`src/rtl/mbs_pkg.sv`:
```
package mbs_pkg;

    // Quarter-cycle phases of one bus cycle; phase 0 follows the fall of E.
    typedef enum logic [1:0] {
        PH_ASTB  = 2'd0,   // E low, address strobe high
        PH_SETUP = 2'd1,   // E low, strobe low, pins turn around
        PH_EHI_A = 2'd2,   // E high, first clock
        PH_EHI_B = 2'd3    // E high, last clock before E falls
    } phase_e;

    function automatic phase_e next_phase(input phase_e p);
        return phase_e'(p + 2'd1);
    endfunction

    function automatic logic phase_is_ehi(input phase_e p);
        return (p == PH_EHI_A) || (p == PH_EHI_B);
    endfunction

endpackage

```
`src/rtl/mbs_phase.sv`:
```
module mbs_phase
    import mbs_pkg::*;
(
    input  logic   clk,
    input  logic   rst,
    output phase_e ph_o,
    output phase_e ph_nxt_o,
    output logic   boundary_o
);

    typedef struct packed {
        phase_e ph;
    } phase_st_t;

    phase_st_t st_d, st_q;

    always_comb begin
        st_d    = st_q;
        st_d.ph = next_phase(st_q.ph);
        if (rst) begin
            // Park in the E-low, strobe-low phase.
            st_d.ph = PH_SETUP;
        end
    end

    always_ff @(posedge clk) begin
        st_q <= st_d;
    end

    assign ph_o       = st_q.ph;
    assign ph_nxt_o   = st_d.ph;
    assign boundary_o = (st_q.ph == PH_EHI_B);

endmodule

```
`src/rtl/mbs_req.sv`:
```
module mbs_req #(
    parameter int ADDR_W = 16,
    parameter int DATA_W = 8
) (
    input  logic              clk,
    input  logic              rst,
    input  logic              boundary_i,
    input  logic              req_valid_i,
    input  logic              req_write_i,
    input  logic [ADDR_W-1:0] req_addr_i,
    input  logic [DATA_W-1:0] req_wdata_i,
    output logic              req_take_o,
    output logic              cur_act_o,
    output logic              cur_wr_o,
    output logic              nxt_act_o,
    output logic              nxt_wr_o,
    output logic [ADDR_W-1:0] nxt_addr_o,
    output logic [DATA_W-1:0] nxt_wdata_o
);

    typedef struct packed {
        logic              act;
        logic              wr;
        logic [ADDR_W-1:0] addr;
        logic [DATA_W-1:0] wdata;
    } req_st_t;

    req_st_t st_d, st_q;
    logic    take;

    always_comb begin
        st_d = st_q;
        take = boundary_i && req_valid_i && !rst;
        if (boundary_i) begin
            if (req_valid_i) begin
                st_d.act   = 1'b1;
                st_d.wr    = req_write_i;
                st_d.addr  = req_addr_i;
                st_d.wdata = req_wdata_i;
            end else begin
                // Idle cycle: keep address, read polarity.
                st_d.act = 1'b0;
                st_d.wr  = 1'b0;
            end
        end
        if (rst) begin
            st_d = '0;
        end
    end

    always_ff @(posedge clk) begin
        st_q <= st_d;
    end

    assign req_take_o  = take;
    assign cur_act_o   = st_q.act;
    assign cur_wr_o    = st_q.wr;
    assign nxt_act_o   = st_d.act;
    assign nxt_wr_o    = st_d.wr;
    assign nxt_addr_o  = st_d.addr;
    assign nxt_wdata_o = st_d.wdata;

endmodule

```
`src/rtl/mbs_port.sv`:
```
module mbs_port
    import mbs_pkg::*;
#(
    parameter int ADDR_W = 16,
    parameter int DATA_W = 8
) (
    input  logic                     clk,
    input  logic                     rst,
    input  phase_e                   ph_i,
    input  phase_e                   ph_nxt_i,
    input  logic                     cur_act_i,
    input  logic                     cur_wr_i,
    input  logic                     nxt_act_i,
    input  logic                     nxt_wr_i,
    input  logic [ADDR_W-1:0]        nxt_addr_i,
    input  logic [DATA_W-1:0]        nxt_wdata_i,
    input  logic [DATA_W-1:0]        pin_i,
    output logic                     e_o,
    output logic                     as_o,
    output logic                     rw_o,
    output logic [ADDR_W-DATA_W-1:0] hi_o,
    output logic [DATA_W-1:0]        pin_o,
    output logic                     pin_oe_o,
    output logic [DATA_W-1:0]        rdata_o,
    output logic                     done_o
);

    localparam int HI_W = ADDR_W - DATA_W;

    typedef struct packed {
        logic              e;
        logic              as;
        logic              rw;
        logic [HI_W-1:0]   hi;
        logic [DATA_W-1:0] pin;
        logic              oe;
        logic [DATA_W-1:0] rdata;
        logic              done;
    } port_st_t;

    port_st_t st_d, st_q;
    logic     wr_cyc;
    logic     last_q;

    always_comb begin
        st_d   = st_q;
        wr_cyc = nxt_act_i && nxt_wr_i;
        last_q = (ph_i == PH_EHI_B);

        // Strobes and address, registered from the next phase.
        st_d.e  = phase_is_ehi(ph_nxt_i);
        st_d.as = (ph_nxt_i == PH_ASTB);
        st_d.rw = !wr_cyc;
        st_d.hi = nxt_addr_i[ADDR_W-1:DATA_W];

        // Shared pins: low address under the strobe, write byte while E high.
        st_d.oe = st_d.as || (st_d.e && wr_cyc);
        if (st_d.as) begin
            st_d.pin = nxt_addr_i[DATA_W-1:0];
        end else if (st_d.e && wr_cyc) begin
            st_d.pin = nxt_wdata_i;
        end else begin
            st_d.pin = '0;
        end

        // Capture and completion at the edge where E falls.
        st_d.done = last_q && cur_act_i;
        if (last_q && cur_act_i && !cur_wr_i) begin
            st_d.rdata = pin_i;
        end

        if (rst) begin
            st_d    = '0;
            st_d.rw = 1'b1;
        end
    end

    always_ff @(posedge clk) begin
        st_q <= st_d;
    end

    assign e_o      = st_q.e;
    assign as_o     = st_q.as;
    assign rw_o     = st_q.rw;
    assign hi_o     = st_q.hi;
    assign pin_o    = st_q.pin;
    assign pin_oe_o = st_q.oe;
    assign rdata_o  = st_q.rdata;
    assign done_o   = st_q.done;

endmodule

```
`src/rtl/mux_bus_seq.sv`:
```
module mux_bus_seq
    import mbs_pkg::*;
#(
    parameter int ADDR_W = 16,
    parameter int DATA_W = 8
) (
    input  logic                     clk,
    input  logic                     rst,
    input  logic                     req_valid,
    input  logic                     req_write,
    input  logic [ADDR_W-1:0]        req_addr,
    input  logic [DATA_W-1:0]        req_wdata,
    output logic                     req_take,
    output logic                     xfer_done,
    output logic [DATA_W-1:0]        xfer_rdata,
    output logic                     bus_e,
    output logic                     bus_as,
    output logic                     bus_rw,
    output logic [ADDR_W-DATA_W-1:0] bus_hi,
    output logic [DATA_W-1:0]        bus_ad_o,
    output logic                     bus_ad_oe,
    input  logic [DATA_W-1:0]        bus_ad_i
);

    phase_e              ph, ph_nxt;
    logic                boundary;
    logic                cur_act, cur_wr, nxt_act, nxt_wr;
    logic [ADDR_W-1:0]   nxt_addr;
    logic [DATA_W-1:0]   nxt_wdata;

    mbs_phase u_phase (
        .clk        (clk),
        .rst        (rst),
        .ph_o       (ph),
        .ph_nxt_o   (ph_nxt),
        .boundary_o (boundary)
    );

    mbs_req #(.ADDR_W(ADDR_W), .DATA_W(DATA_W)) u_req (
        .clk         (clk),
        .rst         (rst),
        .boundary_i  (boundary),
        .req_valid_i (req_valid),
        .req_write_i (req_write),
        .req_addr_i  (req_addr),
        .req_wdata_i (req_wdata),
        .req_take_o  (req_take),
        .cur_act_o   (cur_act),
        .cur_wr_o    (cur_wr),
        .nxt_act_o   (nxt_act),
        .nxt_wr_o    (nxt_wr),
        .nxt_addr_o  (nxt_addr),
        .nxt_wdata_o (nxt_wdata)
    );

    mbs_port #(.ADDR_W(ADDR_W), .DATA_W(DATA_W)) u_port (
        .clk         (clk),
        .rst         (rst),
        .ph_i        (ph),
        .ph_nxt_i    (ph_nxt),
        .cur_act_i   (cur_act),
        .cur_wr_i    (cur_wr),
        .nxt_act_i   (nxt_act),
        .nxt_wr_i    (nxt_wr),
        .nxt_addr_i  (nxt_addr),
        .nxt_wdata_i (nxt_wdata),
        .pin_i       (bus_ad_i),
        .e_o         (bus_e),
        .as_o        (bus_as),
        .rw_o        (bus_rw),
        .hi_o        (bus_hi),
        .pin_o       (bus_ad_o),
        .pin_oe_o    (bus_ad_oe),
        .rdata_o     (xfer_rdata),
        .done_o      (xfer_done)
    );

endmodule

```
`config.mk`:
```
export PLATFORM = sky130hd
export DESIGN_NAME = mux_bus_seq
export DESIGN_NICKNAME = d
export VERILOG_FILES = /design/src/rtl/mbs_pkg.sv /design/src/rtl/mbs_phase.sv /design/src/rtl/mbs_req.sv /design/src/rtl/mbs_port.sv /design/src/rtl/mux_bus_seq.sv
export SDC_FILE = /design/constraint.sdc
export NUM_CORES = 1
export LEC_CHECK = 0
export BUFFER_PORTS_ARGS = -buffer_cell sky130_fd_sc_hd__buf_2
export CAP_MARGIN = 5
export CORE_MARGIN = 8
export CORE_UTILIZATION = 44
export DETAILED_ROUTE_END_ITERATION = 16
export GPL_TIMING_DRIVEN = 1
export PLACE_DENSITY = 0.74
export RECOVER_POWER = 100
export SKIP_LAST_GASP = 1
export SLEW_MARGIN = 20
export SYNTH_ARGS = -nofsm -noshare
export SYNTH_HDL_FRONTEND = slang
export SYNTH_SLANG_ARGS = --single-unit
```
`constraint.sdc`:
```
create_clock -name clk -period 1.45 [get_ports clk]
set_input_delay 0.29 -clock clk [delete_from_list [all_inputs] [get_ports clk]]
set_output_delay 0.29 -clock clk [all_outputs]
set_load 0.02 [all_outputs]
```
# == Yosys cells after proc, flatten, opt, wreduce, memory -nomap -nowiden ==
# Cells that the tools add are included.
# word_totals
reg_bits,57
out_inout_bits,30
# classes
addsub,1
eq_ne,3
mux,7
reduce_logical,12
# op_table
cell,n
$mux W26,2
$mux W24,1
$mux W8,2
$eq A2 B2 Y1 const B,3
$logic_and A1 B1 Y1,6
$mux W2,2
$logic_not A1 Y1,3
$add A2 B1 Y2 const B,1
$logic_not A2 Y1,1
$logic_or A1 B1 Y1,2

# == Depth between registers and ports, before layout ==
# Gate-level depths: netlist of run 1.
# logic_depth
word_depth,7
ltp_mapped,6

# == Hierarchy ==
# A second synthesis of run 1 with hierarchy kept.
# unflattened
cells_unflattened,207
area_unflattened_um2,2307.2
# modules_own_cells
mod,instances,cells_per_inst,area_each_um2,seq_area_each_um2
mbs_req,1,120,1249.9,520.5
mbs_port,1,82,992.2,580.6
mbs_phase,1,5,65.1,40.0

# == Worst setup path before layout of run 1 ==
# OpenSTA, ideal clock, no wires.
# synth_timing
kind,reg-to-output
from,register u_phase.st_q (netlist bit u_phase.ph_o[0])
to,output req_take
arrival_ps,1380
required_time_ps,1160
path_slack_ps,-220
stages_incl_launch_ff,5
path_buffers,1
path_cell_list,dfxtp_1 ha_1 clkbuf_1 nand2_1 nor2_1
# synth_between
elab_chain_cells,3
# synth_lines
element,line_no,rtl
"start, declared",mbs_phase.sv:15,"phase_st_t st_d, st_q;"
"start signal, assigned",mbs_phase.sv:27,st_q <= st_d;
$eq A2 B2 Y1,mbs_phase.sv:32,assign boundary_o = (st_q.ph == PH_EHI_B);
$logic_and A1 B1 Y1 (2 in a row),mbs_req.sv:33,take = boundary_i && req_valid_i && !rst;
"end, declared",mux_bus_seq.sv:13,"output logic req_take,"
# No other way between the ends.

# == Worst setup path in the final report of run 1 ==
# Ends and elaborated chain as after synthesis.

==> load_flow_metrics.sql, run 1 <==
INSERT INTO impl_metrics (metric_group, metric, value, unit) VALUES
('outcome', 'run_status', 'complete, but fails checks', ''),
('outcome', 'failed_checks', 'negative setup slack', ''),
('pwr', 'power.net_switching', '805', 'uW'),
('floorplanning', 'design.die.area', '0.00693', 'sq mm'),
('pwr', 'power_frac_seq', '47.4', '%'),
('timing', 'timing.final.ws_setup', '-0.0292', 'ns'),
('grt', 'grt_start_max_net_pins', '25', ''),
('cts', 'htree_num_levels', '3', ''),
('logic_synthesis', 'syn_area', '0.00199', 'sq mm'),
('grt', 'grt_first_pass_wirelength', '7350', 'um'),
('floorplanning', 'fp.dieH', '83.2', 'um'),
('setup_path', 'worstSetupEndpointType', 'output port', ''),
('logic_synthesis', 'seq_area_frac_synth', '57.4', '%'),
('timing', 'setup_viol', '8', ''),
('detailed_routing', 'vias', '1560', ''),
('floorplanning', 'die-width', '83.2', 'um'),
('detailed_routing', 'routed_len_inst', '13.8', 'um'),
('logic_synthesis', 'synthesis.area_per_instance', '10.5', 'sq um'),
('timing', 'fin_crit_share', '102', '%'),
('timing', 'timing.fmax', '676', 'MHz'),
('pwr', 'power.switching_fraction', '23.1', '%'),
('cts', 'clock_tree_from_tritoncts', 'built', ''),
('setup_path', 'worst-path-max-fanout', '3', ''),
('cells_and_area', 'finalNetCount', '304', ''),
('floorplanning', 'core_area', '0.00435', 'sq mm'),
('cts', 'hold_buffers', '0', ''),
('timing', 'finalHoldViolCount', '0', ''),
('cells_and_area', 'multi_input_comb_area', '800', 'sq um'),
('cells_and_area', 'antenna_cells_inserted', '0', ''),
('floorplanning', 'initial_utilization', '45.7', '%'),
('pwr', 'max-vdd-ir-drop', '0.740', 'mV'),
('setup_path', 'crit_type', 'flop to output port', ''),
('detailed_routing', 'drc', '0', ''),
('cells_and_area', 'filler_cell_count', '398', ''),
('detailed_routing', 'drtAntennaViolNets', '0', ''),
('timing', 'timing.final.max_slew_violations', '0', ''),
('cells_and_area', 'ff_latch_area', '0.00114', 'sq mm'),
('grt', 'grt.met2_usage', '20.7', '%'),
('setup_path', 'crit_arrival', '1.19', 'ns'),
('logic_synthesis', 'synth-seq-cells', '57', ''),
('pwr', 'total_power', '3.48', 'mW'),
('logic_synthesis', 'post_synth_num_cell_types', '22', ''),
('timing', 'setup_tns', '-0.133', 'ns'),
('pwr', 'cellLeakagePower', '1.12', 'nW'),
('grt', 'grt_util_all_layers', '13.1', '%'),
('worst_hold_path', 'worstHoldEndpoint', 'u_port.rdata_o[4]', ''),
('placement', 'port_buffers', '65', ''),
('logic_synthesis', 'synth.yosys.warnings', '0', ''),
('setup_path', 'worst-r2r-cell-count', '7', ''),
('timing', 'layout_min_cycle_time', '1.48', 'ns'),
('flow_run', 'cap_viol_max_count', '0', ''),
('floorplanning', 'rows', '24', ''),
('cells_and_area', 'area.growth.synth_to_final', '33.6', '%'),
('pwr', 'p_clk_share', '41.5', '%'),
('placement', 'place_hpwl', '3160', 'um'),
('cts', 'clk_root_buffer_cell', 'sky130_fd_sc_hd__clkbuf_8', ''),
('detailed_routing', 'drt-pass1-iter-count', '4', ''),
('setup_path', 'beginning_of_the_worst_register_to_register_path', 'u_phase.ph_o[0]', ''),
('timing', 'worstMarginPinSlew', '0.624', 'ns'),
('cts', 'cts.sinks', '57', ''),
('worst_hold_path', 'min_delay_path_depth', '3', ''),
('timing', 'timing.clock.skew', '0.00817', 'ns'),
('detailed_routing', 'routed_via_density', '4.83', ''),
('setup_path', 'timing.reg2reg.setup_slack', '-0.03', 'ns'),
('cells_and_area', 'final_layout_size_suffix_gt1_share', '32.1', '%'),
('cells_and_area', 'final_common_cell', 'sky130_fd_sc_hd__dfxtp_1', ''),
('cells_and_area', 'layout.cells.most_common_list', 'sky130_fd_sc_hd__dfxtp_1 (55), sky130_fd_sc_hd__buf_2 (35), sky130_fd_sc_hd__clkbuf_1 (30)', ''),
('worst_hold_path', 'worstHoldPathType', 'input port to flop', ''),
('pwr', 'cellInternalPower', '2.68', 'mW'),
('logic_synthesis', 'synth.net_count', '227', ''),
('pwr', 'combPwrFrac', '11.1', '%');
[routing by layer]
layer  routed length [um]  vias to the layer above
li1                     -                      808
met1                 1840                      691
met2                 2100                       51
met3                  430                       10
met4                   95                        0
met5                    0                        -
[worst max-delay path by stage]
| stage | slack, ns | to | cells after the start | from |
|---|---|---|---|---|
| floorplan | -0.02 | u_port.pin_o[5] | 6 | u_phase.ph_o[0] |
| global placement | 0.04 | u_port.pin_o[4] | 4 | u_phase.ph_o[1] |
| detailed placement | -0.02 | u_port.pin_o[4] | 4 | u_phase.ph_o[1] |
| CTS | -0.05 | req_take | 5 | u_phase.ph_o[0] |
| global route | -0.11 | u_port.pin_o[0] | 7 | u_phase.ph_o[0] |
| finish | -0.03 | req_take | 5 | u_phase.ph_o[0] |
[sequential cells by signal (all words and copies together), names as in the netlist]
name             count
u_req.cur_act_o      1
u_port.pin_oe_o      1
u_port.rdata_o       8
u_port.as_o          1
u_port.pin_o         8
u_req.st_q          24
u_port.done_o        1
u_phase.ph_o         2
u_port.rw_o          1
u_req.cur_wr_o       1
u_port.hi_o          8
u_port.e_o           1
[critical path, cell delays in order (launching register included)]
cell and delay [ns]:
sky130_fd_sc_hd__dfxtp_2 0.35, sky130_fd_sc_hd__ha_4 0.14, sky130_fd_sc_hd__buf_6 0.10, sky130_fd_sc_hd__nand2_2 0.07
sky130_fd_sc_hd__nor2_4 0.09, sky130_fd_sc_hd__buf_6 0.12
[synthesized netlist by cell type]
| library cell | number | area, sq um |
|---|---|---|
| sky130_fd_sc_hd__dfxtp_1 | 57 | 1140 |
| sky130_fd_sc_hd__a21oi_1 | 27 | 135 |
| sky130_fd_sc_hd__nand2_1 | 18 | 67.6 |
| sky130_fd_sc_hd__nor2_1 | 12 | 45.0 |
| sky130_fd_sc_hd__nor2b_1 | 11 | 68.8 |
| sky130_fd_sc_hd__nand3_1 | 9 | 45.0 |
| sky130_fd_sc_hd__a21bo_2 | 8 | 80.1 |
| sky130_fd_sc_hd__a32o_1 | 8 | 80.1 |
| sky130_fd_sc_hd__clkbuf_1 | 8 | 30.0 |
| sky130_fd_sc_hd__mux2i_1 | 8 | 80.1 |
| sky130_fd_sc_hd__mux2_2 | 6 | 67.6 |
| sky130_fd_sc_hd__buf_6 | 3 | 33.8 |
| sky130_fd_sc_hd__nand2b_1 | 3 | 18.8 |
| sky130_fd_sc_hd__buf_1 | 2 | 7.51 |
| sky130_fd_sc_hd__mux2_4 | 2 | 30.0 |
| sky130_fd_sc_hd__nand3b_1 | 2 | 15.0 |
| sky130_fd_sc_hd__a211oi_1 | 1 | 7.51 |
| sky130_fd_sc_hd__and2_1 | 1 | 6.26 |
| sky130_fd_sc_hd__and2_4 | 1 | 8.76 |
| sky130_fd_sc_hd__buf_2 | 1 | 5.00 |
| sky130_fd_sc_hd__ha_1 | 1 | 12.5 |
| sky130_fd_sc_hd__inv_1 | 1 | 3.75 |
[per-stage QoR]
step / util [%] / instance area (sq um) / cells / hold WS, ns / worst slack (ns)
5_1_grt: 61.1 / 2660 / 323 / 0.187 / -0.111
4_1_cts: 61.9 / 2700 / 323 / 0.176 / -0.0507
6_report: 61.1 / 2660 / 323 / 0.192 / -0.0292
3_3_place_gp: 56.1 / 2440 / 305 / 0.451 / 0.0428
2_1_floorplan: - / 2010 / 190 / 0.430 / -0.0220
3_5_place_dp: 56.1 / 2440 / 305 / 0.454 / -0.0222
[layout make-up]
| type | count | area share [%] |
|---|---|---|
| sequential | 57 | 43.0 |
| multi-input combinational | 118 | 30.1 |
| timing repair buffer | 80 | 17.0 |
| clock buffer | 12 | 5.84 |
| tap | 52 | 2.45 |
| clock inverter | 3 | 1.51 |
| inverter | 1 | 0.141 |
[timing repair]
| action | CTS | global route |
|---|---|---|
| gates resized for setup | 9 | 3 |
| buffers inserted | 2 | 0 |
| setup endpoints to repair | 7 | 13 |
| pin swaps | 7 | 1 |
| cloned | 1 | 0 |
[cell families after synthesis]
kind of cell,after synthesis,synth area share [%]
buffers and inverters,15,4.02
AOI/OAI and AO/OA,44,15.2
adders and majority gates,1,0.629
and+or+nand+nor,57,13.8
muxes,16,8.93
DFF,57,57.4
[power by group through the flow]
stage | registers (mW) | logic, mW | clock network, mW
6_report | 1.65 | 0.387 | 1.44
5_1_grt | 1.66 | 0.423 | 1.57
2_1_floorplan | 1.72 | 0.204 | 0
3_5_place_dp | 1.68 | 0.377 | 0
4_1_cts | 1.65 | 0.403 | 1.49
3_3_place_gp | 1.68 | 0.371 | 0
No activity file was read; power rests on OpenSTA's default activity.
==> run 2, diff against run 1 <==
- PLACE_DENSITY: 0.74 -> default
- PLACE_DENSITY_LB_ADDON: default -> 0.08
==> run 2 against run 1 <==
The flow still finishes with violations (negative setup slack); setup slack gained 0.014 ns; die area is the same; cell count shrank 0.93%; highest routed layer unchanged; hold slack gained 0.0066 ns.
==> load_flow_metrics.sql, run 2 (synthesis gave the netlist of run 1 again) <==
INSERT INTO impl_metrics (metric_group, metric, value, unit) VALUES
('floorplanning', 'core_area', '0.00435', 'sq mm'),
('timing', 'timing.final.max_slew_violations', '0', ''),
('setup_path', 'crit_type', 'flop to output port', ''),
('pwr', 'total_power', '3.28', 'mW'),
('timing', 'timing.final.ws_setup', '-0.0148', 'ns'),
('outcome', 'run_status', 'complete, but fails checks', ''),
('pwr', 'cellLeakagePower', '1.10', 'nW'),
('cts', 'clk_pin_slew_worst_paths', '0.06', 'ns'),
('timing', 'slew-limit-headroom', '55.7', '%'),
('detailed_routing', 'routed_via_density', '4.78', ''),
('setup_path', 'critical_path.cell_chain', 'ha_4, buf_6, nand2_4, nor2_4, buf_6', ''),
('outcome', 'failed_checks', 'negative setup slack', ''),
('timing', 'timing.fmax', '683', 'MHz'),
('timing', 'fin_crit_share', '101', '%'),
('pwr', 'power_per_cell_area', '1270', 'mW/mm^2'),
('cells_and_area', 'postLayoutCellArea', '0.00258', 'sq mm'),
('grt', 'grt_util_all_layers', '13.3', '%'),
('detailed_routing', 'drt-total-wl', '4380', 'um'),
('cells_and_area', 'layout.cells.most_common_list', 'sky130_fd_sc_hd__dfxtp_1 (55), sky130_fd_sc_hd__buf_2 (36), sky130_fd_sc_hd__clkbuf_1 (31)', ''),
('cts', 'clock_tree_from_tritoncts', 'built', ''),
('setup_path', 'worstSetupStartpointType', 'flop', ''),
('grt', 'global_route.usage.met1', '13.6', '%'),
('cells_and_area', 'final_layout_size_suffix_gt1_share', '29.9', '%'),
('placement', 'port_buffers', '65', ''),
('setup_path', 'cell_family_with_the_largest_share_of_critical_path_delay', 'flip-flops', ''),
('grt', 'number_of_antenna_violations_at_the_first_check_in_global_routing', '0', ''),
('grt', 'grt_pass1_vias', '1594', ''),
('cts', 'insertion_delay', '0.33', 'ns'),
('floorplanning', 'design.die.area', '0.00693', 'sq mm'),
('grt', 'grt_start_max_net_pins', '23', ''),
('cts', 'cts_buffer_depth', '2', ''),
('grt', 'grt_first_pass_wirelength', '7420', 'um'),
('detailed_routing', 'routed_len_inst', '13.7', 'um'),
('setup_path', 'timing.critical_path.slowest_cell_delay', '0.33', 'ns'),
('grt', 'grtUsageMet3', '7.62', '%'),
('cts', 'hold_buffers', '0', ''),
('floorplanning', 'num_io_pins', '66', ''),
('floorplanning', 'fp.dieH', '83.2', 'um'),
('setup_path', 'timing.critical_path.mode_cell', 'sky130_fd_sc_hd__buf_6', ''),
('setup_path', 'crit_arrival', '1.17', 'ns'),
('pwr', 'max-vdd-ir-drop', '0.825', 'mV'),
('floorplanning', 'initial_utilization', '45.7', '%'),
('cells_and_area', 'finalNetCount', '303', ''),
('timing', 'worstMarginPinSlew', '0.663', 'ns'),
('grt', 'grt.busiest_layer', 'met2', ''),
('timing', 'setup_viol', '1', ''),
('cts', 'clk_root_buffer_cell', 'sky130_fd_sc_hd__clkbuf_8', ''),
('floorplanning', 'die-width', '83.2', 'um'),
('setup_path', 'cp_slowest_cell', 'sky130_fd_sc_hd__dfxtp_2', ''),
('setup_path', 'worstSetupEndpointType', 'output port', ''),
('cells_and_area', 'max_flop_register', 'u_req.st_q', ''),
('detailed_routing', 'drt-pass1-iter-count', '4', ''),
('setup_path', 'worst-endpoint-required', '1.16', 'ns'),
('cells_and_area', 'area.growth.synth_to_final', '29.6', '%'),
('cells_and_area', 'largest_reg_flops', '24', ''),
('timing', 'finalHoldViolCount', '0', ''),
('timing', 'timing.clock.skew', '0.00546', 'ns'),
('cells_and_area', 'antenna_cells_inserted', '0', ''),
('placement', 'place_hpwl', '3100', 'um'),
('placement', 'placed_cell_area', '0.00245', 'sq mm'),
('cells_and_area', 'final_common_cell', 'sky130_fd_sc_hd__dfxtp_1', ''),
('detailed_routing', 'drc', '0', ''),
('flow_run', 'cap_viol_max_count', '0', ''),
('placement', 'placed_cells_incl_taps', '306', ''),
('cts', 'cts.sinks', '57', ''),
('detailed_routing', 'detailedRoute.firstIterationViolations', '81', ''),
('cts', 'cts_inserted_buffers', '9', ''),
('cts', 'htree_num_levels', '3', ''),
('floorplanning', 'rows', '24', ''),
('detailed_routing', 'drtAntennaViolNets', '0', ''),
('cells_and_area', 'finalNonFillerCells', '320', ''),
('detailed_routing', 'vias', '1530', ''),
('grt', 'grt.met2_usage', '21.1', '%'),
('worst_hold_path', 'worstHoldPathType', 'input port to flop', ''),
('timing', 'rsz0062_at_grt', 'true', ''),
('setup_path', 'worst-path-max-fanout', '6', ''),
('grt', 'globalRoute.totalOverflow', '0', ''),
('timing', 'layout_min_cycle_time', '1.46', 'ns'),
('placement', 'gp_congestion', '0.688', ''),
('setup_path', 'critical_path.n_buffers_inverters', '2', '');
## run 2: cell count changes in the layout (fill, tap and decap cells not counted), sizes merged
cell	delta
clkinv	-2
buf	-1
bufinv	-1
clkbuf	+1
## run 2: area by class of cell
type | count | area [sq um]
Multi-Input combinational cell | 118 | 788
Fill cell | 423 | 1780
Tap cell | 52 | 65.1
Timing Repair Buffer | 79 | 408
Inverter | 1 | 3.75
Clock buffer | 13 | 169
Sequential cell | 57 | 1140
## run 2: metrics by stage
stage	hold slack [ns]	worst slack (ns)	util [%]	setup TNS (ns)
3_5_place_dp	0.456	0.00949	56.3	0
4_1_cts	0.182	-0.0372	60.7	-0.0372
3_3_place_gp	0.452	0.0317	56.3	0
5_1_grt	0.197	-0.0686	59.2	-0.402
2_1_floorplan	0.430	-0.0220	-	-0.0440
6_report	0.199	-0.0148	59.2	-0.0148
## run 2: timing repair
item / CTS / global route
endpoints found under the setup margin: 3 / 8
gates cloned: 0 / 0
buffers inserted: 1 / 0
gates resized for setup: 5 / 0
## run 2: worst register-to-register path: cells and delay by family (launching register included)
| kind | cells | cell delay [ns] |
|---|---|---|
| AO/OA/AOI/OAI | 1 | 0.24 |
| AND/OR/NAND/NOR | 1 | 0.23 |
| multiplexers | 1 | 0.36 |
| adder cells (fa/ha/maj) | 1 | 0.14 |
| flip-flops | 1 | 0.34 |
## run 2: worst paths after layout
path,startpoint,end,cells after the start,slack [ns]
worst max-delay path,u_phase.ph_o[0],req_take,5,-0.01
worst min register to register,u_req.st_q[19],u_req.st_q[19],2,0.47
worst max register to register,u_phase.ph_o[0],u_port.pin_o[7],4,0.03
worst min-delay path,bus_ad_i[5],u_port.rdata_o[5],3,0.20
## run 2: power breakdown
group	leakage, nW	internal (mW)	switching, mW	total [mW]
sequential	0.463	1.63	0.0201	1.65
combinational	0.547	0.162	0.208	0.370
clock	0.0875	0.731	0.531	1.26
total	1.10	2.52	0.759	3.28
## run 2: routing by layer
layer	vias up	wire (um)	part of all wire, %
met5	-	0	0
met4	0	91	2.1
met3	9	404	9.2
met2	50	1980	45
met1	667	1910	44
li1	804	-	-
==> run 3, diff against run 2 <==
- SKIP_LAST_GASP: 1 -> default
==> run 3 against run 2 <==
The run still ends with negative setup slack left; cell area did not move; clock power is essentially flat; routed wire length increased by 0.27%; combinational power barely moved; sequential cell count unchanged; critical path depth did not move; critical path type unchanged.
==> load_flow_metrics.sql, run 3 (synthesis gave the netlist of run 1 again) <==
INSERT INTO impl_metrics (metric_group, metric, value, unit) VALUES
('outcome', 'run_status', 'complete, but fails checks', ''),
('outcome', 'failed_checks', 'negative setup slack', ''),
('setup_path', 'worstSetupEndpointType', 'output port', ''),
('worst_hold_path', 'worstHoldPathType', 'input port to flop', ''),
('setup_path', 'r2r-end', 'u_port.pin_o[2]', ''),
('cells_and_area', 'final_layout_size_suffix_gt1_share', '28.0', '%'),
('cts', 'hold_buffers', '0', ''),
('cts', 'cts_inserted_buffers', '9', ''),
('timing', 'setup_tns', '-0.0142', 'ns'),
('cts', 'cts.sinks', '57', ''),
('floorplanning', 'rows', '24', ''),
('pwr', 'max-vdd-ir-drop', '0.820', 'mV'),
('timing', 'worstMarginPinSlew', '0.691', 'ns'),
('cells_and_area', 'final_common_cell', 'sky130_fd_sc_hd__dfxtp_1', ''),
('timing', 'timing.fmax', '683', 'MHz'),
('pwr', 'cellLeakagePower', '1.10', 'nW'),
('floorplanning', 'design.die.area', '0.00693', 'sq mm'),
('timing', 'hold_slack', '0.199', 'ns'),
('cells_and_area', 'layout.cells.most_common_list', 'sky130_fd_sc_hd__dfxtp_1 (55), sky130_fd_sc_hd__buf_2 (36), sky130_fd_sc_hd__clkbuf_1 (31)', ''),
('detailed_routing', 'routed_via_density', '4.76', ''),
('setup_path', 'crit_path_end', 'req_take', ''),
('cells_and_area', 'area.growth.synth_to_final', '29.6', '%'),
('cells_and_area', 'finalNetCount', '303', ''),
('cts', 'cts_buffer_depth', '2', ''),
('grt', 'grt_pass1_vias', '1594', ''),
('placement', 'gp_congestion', '0.688', ''),
('grt', 'grt_util_all_layers', '13.3', '%'),
('cells_and_area', 'largest_reg_flops', '24', ''),
('cts', 'clock_tree_from_tritoncts', 'built', ''),
('timing', 'rsz0062_at_grt', 'true', ''),
('cts', 'htree_num_levels', '3', ''),
('floorplanning', 'core_area', '0.00435', 'sq mm'),
('cells_and_area', 'antenna_cells_inserted', '0', ''),
('timing', 'timing.final.max_slew_violations', '0', ''),
('placement', 'place_hpwl', '3100', 'um'),
('grt', 'grt_start_max_net_pins', '23', ''),
('detailed_routing', 'drc', '0', ''),
('floorplanning', 'initial_utilization', '45.7', '%'),
('detailed_routing', 'drt-pass1-iter-count', '4', ''),
('timing', 'timing.clock.skew', '0.00445', 'ns'),
('cells_and_area', 'max_flop_register', 'u_req.st_q', ''),
('floorplanning', 'num_io_pins', '66', ''),
('flow_run', 'cap_viol_max_count', '0', ''),
('timing', 'timing.final.ws_setup', '-0.0142', 'ns'),
('setup_path', 'crit_type', 'flop to output port', ''),
('setup_path', 'worst-path-max-fanout', '6', ''),
('timing', 'setup_viol', '1', ''),
('pwr', 'power_per_cell_area', '1270', 'mW/mm^2'),
('detailed_routing', 'routed_len_inst', '13.7', 'um'),
('setup_path', 'crit_arrival', '1.17', 'ns'),
('timing', 'slew-limit-headroom', '53.8', '%'),
('floorplanning', 'die-width', '83.2', 'um'),
('detailed_routing', 'drtAntennaViolNets', '0', ''),
('timing', 'layout_min_cycle_time', '1.46', 'ns'),
('setup_path', 'timing.reg2reg.setup_slack', '0.04', 'ns'),
('placement', 'port_buffers', '65', ''),
('setup_path', 'critical_path.startpoint', 'u_phase.ph_o[0]', ''),
('timing', 'finalHoldViolCount', '0', ''),
('timing', 'fin_crit_share', '101', '%'),
('grt', 'number_of_antenna_violations_at_the_first_check_in_global_routing', '0', ''),
('cells_and_area', 'filler_cell_count', '423', ''),
('grt', 'grt_first_pass_wirelength', '7420', 'um'),
('setup_path', 'worst-r2r-cell-count', '4', ''),
('cts', 'clk_root_buffer_cell', 'sky130_fd_sc_hd__clkbuf_8', ''),
('setup_path', 'worstSetupStartpointType', 'flop', ''),
('setup_path', 'worst-endpoint-required', '1.16', 'ns'),
('detailed_routing', 'detailedRoute.firstIterationViolations', '66', ''),
('detailed_routing', 'vias', '1523', ''),
('floorplanning', 'fp.dieH', '83.2', 'um'),
('cts', 'insertion_delay', '0.32', 'ns'),
('cts', 'clk_pin_slew_worst_paths', '0.06', 'ns'),
('detailed_routing', 'drt-total-wl', '4390', 'um'),
('setup_path', 'beginning_of_the_worst_register_to_register_path', 'u_phase.ph_o[0]', ''),
('grt', 'globalRoute.totalOverflow', '0', '');
==> run 3: changes by cell type in the layout (fill, tap and decap cells not counted) <==
| cell | previous run | this run |
|---|---|---|
| sky130_fd_sc_hd__buf_4 | 9 | 8 |
| sky130_fd_sc_hd__clkbuf_4 | 0 | 1 |
| sky130_fd_sc_hd__mux2_2 | 5 | 0 |
| sky130_fd_sc_hd__mux2_1 | 3 | 8 |
==> run 3: cell type report <==
class | instances | area (sq um) | share of cell area, %
multi-input cells | 118 | 788 | 30.6
well taps | 52 | 65.1 | 2.52
clock buffers | 13 | 169 | 6.55
inverters | 1 | 3.75 | 0.146
repair buffers | 79 | 408 | 15.8
flip-flops and latches | 57 | 1140 | 44.4
==> run 3: worst min path at each step <==
stage          cells after the start             from  slack (ns)                end
2_1_floorplan                      1  u_phase.ph_o[0]        0.43    u_phase.ph_o[0]
3_3_place_gp                       2   u_req.st_q[17]        0.45     u_port.hi_o[1]
3_5_place_dp                       2   u_req.st_q[17]        0.46     u_port.hi_o[1]
4_1_cts                            3      bus_ad_i[5]        0.18  u_port.rdata_o[5]
5_1_grt                            3      bus_ad_i[6]        0.20  u_port.rdata_o[6]
6_report                           3      bus_ad_i[5]        0.20  u_port.rdata_o[5]
==> run 3: power by group <==
group,internal [mW],switching [mW]
Combinational,0.159,0.209
Clock,0.731,0.532
Sequential,1.63,0.0203
Total,2.52,0.761
==> run 3: per-stage QoR <==
step	setup WS [ns]	instances	power, mW	cell area (sq um)	utilization, %
finish	-0.0142	320	3.28	2580	59.2
global route	-0.0686	320	3.45	2580	59.2
CTS	-0.0372	320	3.35	2640	60.7
detailed placement	0.00949	306	2.06	2450	56.3
global placement	0.0317	306	2.06	2450	56.3
floorplan	-0.0220	190	1.92	2010	-
==> run 3: layer usage <==
layer	GRT usage (%)	wire, um
met1	13.6	1900
met2	21.1	2020
met3	7.62	404
met4	6.71	76
met5	0	0
==> run 3: worst max-delay path: stages, from the launching register on <==
cell,delay (ns)
sky130_fd_sc_hd__dfxtp_2,0.33
sky130_fd_sc_hd__ha_4,0.16
sky130_fd_sc_hd__buf_6,0.12
sky130_fd_sc_hd__nand2_4,0.07
sky130_fd_sc_hd__nor2_4,0.03
sky130_fd_sc_hd__buf_6,0.13
==> run 3: repair_timing <==
item                                    CTS  global route
endpoints found under the setup margin    3             8
buffers inserted                          1             0
gates resized for setup                   5             6
